==> src/rtl/boot_sel_pkg.sv <==
package boot_sel_pkg;
    localparam int unsigned DATA_W = 32;

    localparam logic [7:0] OFS_KEY    = 8'h08;
    localparam logic [7:0] OFS_OPTKEY = 8'h0C;
    localparam logic [7:0] OFS_STAT   = 8'h10;
    localparam logic [7:0] OFS_CTRL   = 8'h14;

    localparam logic [DATA_W-1:0] CTRL_KEY_A = 32'h4567_0123;
    localparam logic [DATA_W-1:0] CTRL_KEY_B = 32'hCDEF_89AB;
    localparam logic [DATA_W-1:0] OPT_KEY_A  = 32'h0819_2A3B;
    localparam logic [DATA_W-1:0] OPT_KEY_B  = 32'h4C5D_6E7F;
    localparam logic [DATA_W-1:0] ERASED     = 32'hFFFF_FFFF;

    localparam int unsigned BIT_LAUNCH   = 27;
    localparam int unsigned BIT_OPT_LOCK = 30;
    localparam int unsigned BIT_CTL_LOCK = 31;
    localparam int unsigned FIELD_W      = 16;

    typedef enum logic [1:0] {
        KS_FIRST,
        KS_SECOND,
        KS_OPEN,
        KS_BLOCKED
    } key_state_t;

    typedef enum logic [1:0] {
        CS_EVAL,
        CS_IDLE,
        CS_LOAD,
        CS_RSTREQ
    } chk_state_t;
endpackage

==> src/rtl/boot_sel_key_seq.sv <==
module boot_sel_key_seq
    import boot_sel_pkg::*;
#(
    parameter logic [DATA_W-1:0] KEY_A = 32'h0,
    parameter logic [DATA_W-1:0] KEY_B = 32'h1
) (
    input  logic              clk,
    input  logic              por_n,
    input  logic              wr_en,
    input  logic [DATA_W-1:0] wdata,
    output logic              unlocked
);
    key_state_t state_q, state_d;

    always_ff @(posedge clk or negedge por_n) begin
        if (!por_n) state_q <= KS_FIRST;
        else        state_q <= state_d;
    end

    always_comb begin
        state_d = state_q;
        if (wr_en) begin
            unique case (state_q)
                KS_FIRST:   state_d = (wdata == KEY_A) ? KS_SECOND : KS_BLOCKED;
                KS_SECOND:  state_d = (wdata == KEY_B) ? KS_OPEN : KS_BLOCKED;
                KS_OPEN:    state_d = KS_OPEN;
                KS_BLOCKED: state_d = KS_BLOCKED;
            endcase
        end
    end

    always_comb begin
        unlocked = (state_q == KS_OPEN);
    end

    // a blocked machine never opens again before power-on reset
    a_r5_blocked_sticky: assert property (@(posedge clk) disable iff (!por_n)
        (state_q == KS_BLOCKED) |=> !unlocked);
    // opening needs the second key in the second state
    a_r3_open_from_second: assert property (@(posedge clk) disable iff (!por_n)
        $rose(unlocked) |-> $past(state_q == KS_SECOND && wr_en && wdata == KEY_B));
endmodule

==> src/rtl/boot_sel_empty_check.sv <==
module boot_sel_empty_check
    import boot_sel_pkg::*;
#(
    parameter int unsigned LOAD_CYCLES = 4
) (
    input  logic              clk,
    input  logic              por_n,
    input  logic              sys_rst_n,
    input  logic [DATA_W-1:0] word0,
    input  logic              boot_main,
    input  logic              launch_req,
    input  logic              sw_toggle,
    output logic              blank_flag,
    output logic              busy,
    output logic              rst_req
);
    localparam int unsigned CNT_W = (LOAD_CYCLES < 2) ? 1 : $clog2(LOAD_CYCLES);
    localparam logic [CNT_W-1:0] CNT_LAST = CNT_W'(LOAD_CYCLES - 1);

    chk_state_t       state_q, state_d;
    logic [CNT_W-1:0] cnt_q;
    logic             flag_q;

    always_ff @(posedge clk or negedge por_n) begin
        if (!por_n) state_q <= CS_EVAL;
        else        state_q <= state_d;
    end

    always_comb begin
        state_d = state_q;
        unique case (state_q)
            CS_EVAL:   state_d = busy ? CS_RSTREQ : CS_IDLE;
            CS_IDLE:   if (launch_req && sys_rst_n) state_d = CS_LOAD;
            CS_LOAD:   if (!sys_rst_n) state_d = CS_IDLE;
                       else if (cnt_q == '0) state_d = CS_EVAL;
            CS_RSTREQ: state_d = CS_IDLE;
        endcase
    end

    // busy marks a software reload; it is clear during the power-on evaluation
    logic reload_q;
    always_ff @(posedge clk or negedge por_n) begin
        if (!por_n) begin
            reload_q <= 1'b0;
            cnt_q    <= '0;
        end else begin
            if (state_q == CS_IDLE && state_d == CS_LOAD) begin
                reload_q <= 1'b1;
                cnt_q    <= CNT_LAST;
            end else if (state_d == CS_IDLE) begin
                reload_q <= 1'b0;
            end
            if (state_q == CS_LOAD && cnt_q != '0) cnt_q <= cnt_q - 1'b1;
        end
    end

    always_ff @(posedge clk or negedge por_n) begin
        if (!por_n)                 flag_q <= 1'b0;
        else if (state_q == CS_EVAL) flag_q <= boot_main && (word0 == ERASED);
        else if (sw_toggle)         flag_q <= ~flag_q;
    end

    always_comb begin
        busy       = reload_q;
        rst_req    = (state_q == CS_RSTREQ);
        blank_flag = flag_q;
    end

    // the reset request lasts one cycle
    a_r8_single_pulse: assert property (@(posedge clk) disable iff (!por_n)
        rst_req |=> !rst_req);
    // a system reset during loading ends the reload with no request
    a_r10_abort: assert property (@(posedge clk) disable iff (!por_n)
        (state_q == CS_LOAD && !sys_rst_n) |=> (!busy && !rst_req));
    // with no evaluation and no toggle, the flag holds
    a_r9_flag_hold: assert property (@(posedge clk) disable iff (!por_n)
        (state_q != CS_EVAL && !sw_toggle) |=> $stable(blank_flag));
endmodule

==> src/rtl/boot_sel_ctrl.sv <==
module boot_sel_ctrl
    import boot_sel_pkg::*;
#(
    parameter int unsigned ADDR_W      = 8,
    parameter int unsigned LOAD_CYCLES = 4
) (
    input  logic              clk,
    input  logic              por_n,
    input  logic              sys_rst_n,
    input  logic              bus_wr,
    input  logic [ADDR_W-1:0] bus_addr,
    input  logic [31:0]       bus_wdata,
    output logic [31:0]       bus_rdata,
    input  logic [31:0]       flash_word0,
    input  logic              boot_main,
    output logic              boot_system,
    output logic              rst_req
);
    localparam logic [ADDR_W-1:0] A_KEY    = ADDR_W'(OFS_KEY);
    localparam logic [ADDR_W-1:0] A_OPTKEY = ADDR_W'(OFS_OPTKEY);
    localparam logic [ADDR_W-1:0] A_STAT   = ADDR_W'(OFS_STAT);
    localparam logic [ADDR_W-1:0] A_CTRL   = ADDR_W'(OFS_CTRL);

    logic               ctl_open, opt_open;
    logic               blank, busy;
    logic               wr_ctrl, launch_req, sw_toggle;
    logic [FIELD_W-1:0] field_q;

    boot_sel_key_seq #(.KEY_A(CTRL_KEY_A), .KEY_B(CTRL_KEY_B)) ctl_key_i (
        .clk(clk), .por_n(por_n),
        .wr_en(bus_wr && bus_addr == A_KEY),
        .wdata(bus_wdata), .unlocked(ctl_open)
    );

    boot_sel_key_seq #(.KEY_A(OPT_KEY_A), .KEY_B(OPT_KEY_B)) opt_key_i (
        .clk(clk), .por_n(por_n),
        .wr_en(bus_wr && bus_addr == A_OPTKEY),
        .wdata(bus_wdata), .unlocked(opt_open)
    );

    always_comb begin
        wr_ctrl    = bus_wr && (bus_addr == A_CTRL) && ctl_open;
        launch_req = wr_ctrl && opt_open && bus_wdata[BIT_LAUNCH];
        sw_toggle  = bus_wr && (bus_addr == A_STAT) && bus_wdata[0];
    end

    boot_sel_empty_check #(.LOAD_CYCLES(LOAD_CYCLES)) chk_i (
        .clk(clk), .por_n(por_n), .sys_rst_n(sys_rst_n),
        .word0(flash_word0), .boot_main(boot_main),
        .launch_req(launch_req), .sw_toggle(sw_toggle),
        .blank_flag(blank), .busy(busy), .rst_req(rst_req)
    );

    always_ff @(posedge clk or negedge por_n) begin
        if (!por_n)         field_q <= '0;
        else if (!sys_rst_n) field_q <= '0;
        else if (wr_ctrl)   field_q <= bus_wdata[FIELD_W-1:0];
    end

    always_comb begin
        bus_rdata = '0;
        if (bus_addr == A_STAT) begin
            bus_rdata[0] = blank;
        end else if (bus_addr == A_CTRL) begin
            bus_rdata[FIELD_W-1:0]  = field_q;
            bus_rdata[BIT_LAUNCH]   = busy;
            bus_rdata[BIT_OPT_LOCK] = !opt_open;
            bus_rdata[BIT_CTL_LOCK] = !ctl_open;
        end
        boot_system = !boot_main || blank;
    end

    // a reload starts only with both areas open
    a_r7_launch_gated: assert property (@(posedge clk) disable iff (!por_n)
        $rose(busy) |-> $past(ctl_open && opt_open));
    // the field holds while the control register is locked
    a_r6_locked_hold: assert property (@(posedge clk) disable iff (!por_n)
        (!ctl_open && sys_rst_n) |=> $stable(field_q));
    // a system reset keeps both lock states
    a_r10_locks_kept: assert property (@(posedge clk) disable iff (!por_n)
        (!sys_rst_n && ctl_open && opt_open) |=> (ctl_open && opt_open));
    // a blank flag forces system memory
    a_r2_blank_redirect: assert property (@(posedge clk) disable iff (!por_n)
        blank |-> boot_system);
endmodule

==> config.mk <==
export PLATFORM = sky130hd
export DESIGN_NAME = boot_sel_ctrl
export DESIGN_NICKNAME = d
export VERILOG_FILES = /design/src/rtl/boot_sel_pkg.sv /design/src/rtl/boot_sel_key_seq.sv /design/src/rtl/boot_sel_empty_check.sv /design/src/rtl/boot_sel_ctrl.sv
export SDC_FILE = /design/constraint.sdc
export NUM_CORES = 1
export LEC_CHECK = 0
export BUFFER_PORTS_ARGS = -buffer_cell sky130_fd_sc_hd__buf_2
export CAP_MARGIN = 15
export CORE_ASPECT_RATIO = 0.7
export CORE_MARGIN = 4
export CORE_UTILIZATION = 37
export DETAILED_ROUTE_END_ITERATION = 6
export HOLD_SLACK_MARGIN = 0.06
export PLACE_DENSITY = 0.76
export SYNTH_ARGS = -nofsm -noshare
export SYNTH_HDL_FRONTEND = slang
export SYNTH_SLANG_ARGS = --single-unit
==> constraint.sdc <==
create_clock -name clk -period 1.6 [get_ports clk]
set_input_delay 0.24 -clock clk [delete_from_list [all_inputs] [get_ports clk]]
set_output_delay 0.24 -clock clk [all_outputs]
set_load 0.02 [all_outputs]
==> results list <==
- Adder-cell area share of the yosys netlist: 0.00773
- TritonCTS built the clock tree.
- Sequential cell fraction of total power: 0.453
- Critical path arrival: 1.52 ns
- The initial antenna violation count was 0.
- Post-Layout Inst Area: 2630 µm²
- Failing checks: negative setup slack
- Of the total synthesized cell area, the portion taken by XOR and XNOR cells is 0.00541.
* Starting utilization of the core area: 0.398
- Part of the Yosys area used for sequential elements: 0.402
* Antenna-violating nets left: 0
- The clock passes through at most 2 buffers.
- The synthesized netlist occupies a cell area of 1620 µm².
- For this design the ratio of total power to cell area is 565 nW/µm².
* Clock transition at path regs: 0.10 ns
- The area growth from synthesis to layout is 62.7%.
- Full die area: 5520 µm²
- Setup repair after global routing could not meet its margin everywhere.
* Final layout net count: 371
- The area fraction in compound gates after synthesis was 0.151.
- Post-layout minimum cycle time: 1.76 ns
* Fmax: 0.568 GHz
* Instance area at placement: 2260 µm²
- Number of CTS-inserted buffers: 3
* CTS H-tree depth: 1
- Clock tree synthesis found a total of 26 sinks.
- Synth Area in Simple Gates: 0.331
* Maximum resistive drop on vdd: 450 µV
- At the end of routability-driven placement, the weighted congestion stood at 0.848.
* Vertical die dimension: 63.3 µm
- Run status: finished, violations left
- The share of total power dissipated in combinational logic is 0.174.
- The internal power of the cells totals 1.12 mW.
* Ranking of synthesized cells by area: dfrtp_1 40%, a22o_1 8.7%, and2_1 6.2%, buf_4 6.0%, nand4_1 3.9%
- Setup violations remaining at the end of the flow were counted as 36.
* Ys async rst share: 1.00
* Kind of critical path: input port to output pin
- After floorplanning, the core was divided into 19 placement rows.
- Filler-free cell count of the finished design: 344
- Dividing the synthesized area by the synthesized cell count gives 9.41 µm².
* Vias per Instance: 5.26
- The floorplan step set the die width to 87.1 µm.
- For this block, the initial DRC count from the detailed router was 97.
- Placed Cells: 331
* Net switching fraction of the power: 0.249
- The repair_antennas step left the layout with diodes totalling 0.
- For this run, the total global-route usage over all layers was measured as 0.183.
- In this run, synthesis inferred 0 flip-flops with an integrated enable.
- Across the routed clock network, the largest skew measured is 0.00681 ns.
- Most common cell after layout, fill and taps aside: buf_2
- Startpoint types: input port
- The first global-routing pass estimated 7980 µm of wire.
- Layout fillers: 333
- Start point of the critical path: bus_addr[3]
* Buffers on Ports: 97
* Max-cap viol count: 0
* I/O pin total: 111
- The total area inside the core boundary comes to 4070 µm².
- Post-synth top area share: 0.402
- Primary FF master, synth: dfrtp_1
* Worst Reg-to-Reg Cells: 3
- Static Leakage: 1.32 nW
- Required @ worst endpoint: 1.36 ns
* End of the critical path: bus_rdata[27]
- Cell taking the most area after synthesis: dfrtp_1
- Post-detail-place hpwl: 4050 µm
* Pin count of the biggest net entering global routing: 27
* Worst min-delay path category: input port to flop
- Worst-Margin Slew: 0.590 ns
- Headroom to the max-slew limit came out at 0.607.
* Commonest cells after routing, fill and taps aside: 75 x buf_2, 29 x buf_6, 26 x dfrtp_1
- DRC viols: 0
- Number of distinct library cells after synthesis: 44
- For this block, the via count after detailed routing is 1809.
* Number of warning messages in the yosys log: 0
* Post-synthesis mux area share: 0.00618
- Number of synthesized register bits: 26
- The first detailed-routing pass ran for 4 iterations.
- Worst r2r dst: opt_key_i.state_q[0]
- The final max-slew violation count was 0.
- By area, the combinational part of the netlist is dominated by simple AND/OR/NAND/NOR gates.
- The analysis attributes to net switching a power of 370 µW.
* Power share of the clock group: 0.373
- Overflow after GRT: 0
- The tree is rooted in a clkbuf_8.
* Source-to-sink clock delay at the later pin of the worst-skew pair: 0.28 ns
- Final worst slack: -0.160 ns
- In this run the worst path has a maximum fanout of 4.
- Setup slack on the worst reg-to-reg path comes out at 0.17 ns.
- The worst setup path is captured at an output pin.
* Reg-to-Reg Start: opt_key_i.state_q[1]
- The via count of the first global-routing pass was 1706.
- Hold Fails Final Rpt: 0
* Routed wire length: 5480 µm
* Detailed-route wire length per cell: 15.9 µm
* Layout cells sized above 1: 0.538
- Synthesis produced 172 cells.
- In the finished design, the share of the clock period the worst path needs comes to 1.10.
## critical path, cell delays in order
cell	delay, ns
buf_6	0.09
or4b_4	0.57
nor2_4	0.22
buf_6	0.14
and2_4	0.14
buf_6	0.11
## cells by family (layout without fill, tap and decap cells)
| family | Yosys count | in the layout |
|---|---|---|
| and+or+nand+nor | 86 | 86 |
| xor gates and xnor gates | 1 | 1 |
| adders and majority gates | 1 | 1 |
| AOI/OAI and AO/OA | 31 | 32 |
| other | 1 | 13 |
| buffers and inverters | 25 | 132 |
| DFF | 26 | 26 |
| muxes | 1 | 1 |
## through the flow
stage | total power [mW] | setup WS (ns) | hold WS [ns] | utilization | TNS, ns
after floorplan | 0.795 | -0.132 | -0.0556 | - | -1.33
after global placement | 0.913 | -0.215 | 0.270 | 0.556 | -6.64
after detailed placement | 0.913 | -0.304 | 0.273 | 0.556 | -7.04
after CTS | 1.47 | -0.143 | 0.191 | 0.624 | -2.55
after global routing | 1.55 | -0.195 | 0.185 | 0.648 | -4.65
final | 1.49 | -0.160 | 0.188 | 0.648 | -3.38
## per-layer routing
layer  vias to the layer above  wire [µm]  global-route usage
met1                       868       2340               0.248
met5                         -          0                   0
met3                         4        466              0.0534
li1                        863          -                   -
met2                        74       2650               0.292
met4                         0         27              0.0311
## worst min-delay path by stage
stage / startpoint / endpoint / slack, ns / cells past startpoint
5_1_grt: bus_wdata[5] / field_q[5] / 0.18 / 2
3_5_place_dp: por_n / field_q[2] / 0.27 / 1
6_report: bus_wdata[5] / field_q[5] / 0.19 / 2
2_1_floorplan: por_n / chk_i.blank_flag / -0.06 / 0
4_1_cts: bus_wdata[5] / field_q[5] / 0.19 / 2
3_3_place_gp: por_n / field_q[2] / 0.27 / 1
## power groups by stage
stage	Sequential, mW	Combinational (mW)	Clock, mW
2_1_floorplan	0.683	0.112	0
3_3_place_gp	0.686	0.226	0
3_5_place_dp	0.686	0.227	0
4_1_cts	0.673	0.238	0.555
5_1_grt	0.676	0.281	0.591
6_report	0.675	0.259	0.555
## state kept, by name (all words and copies together), names as in the netlist
register / cells
chk_i.blank_flag: 1
chk_i.busy: 1
chk_i.cnt_q: 2
chk_i.state_q: 2
ctl_key_i.state_q: 2
field_q: 16
opt_key_i.state_q: 2
## area by class of cell
cell class | instances | area, µm² | share of cell area
repair buffers | 121 | 832 | 0.316
well taps | 52 | 65.1 | 0.0247
inverters | 7 | 26.3 | 0.00998
clock buffers | 3 | 41.3 | 0.0157
clock inverters | 1 | 30.0 | 0.0114
multi-input cells | 134 | 988 | 0.375
flip-flops and latches | 26 | 651 | 0.247
## cell usage after synthesis, types with 2 or more instances
cell      instances
nand4b_1          2
nand4_1          10
inv_1             7
nor3_1           12
a22o_1           16
or4b_1            2
nor2_1            8
nor4_1            6
buf_2             3
o21ai_0           2
a31oi_1           2
dfrtp_1          26
a21oi_1           3
a22oi_1           2
and2_1           16
a211oi_1          2
nand3_1           4
buf_4            13
nand2_1          11
## what timing repair did
item,4_1_cts,5_1_grt
hold endpoints to repair,26,0
hold buffers,1,0
endpoints found under the setup margin,20,37
buffers inserted,3,3
resized for setup,49,13
pin swaps,8,7
cloned,1,1
(Power assumes the default switching activity.)
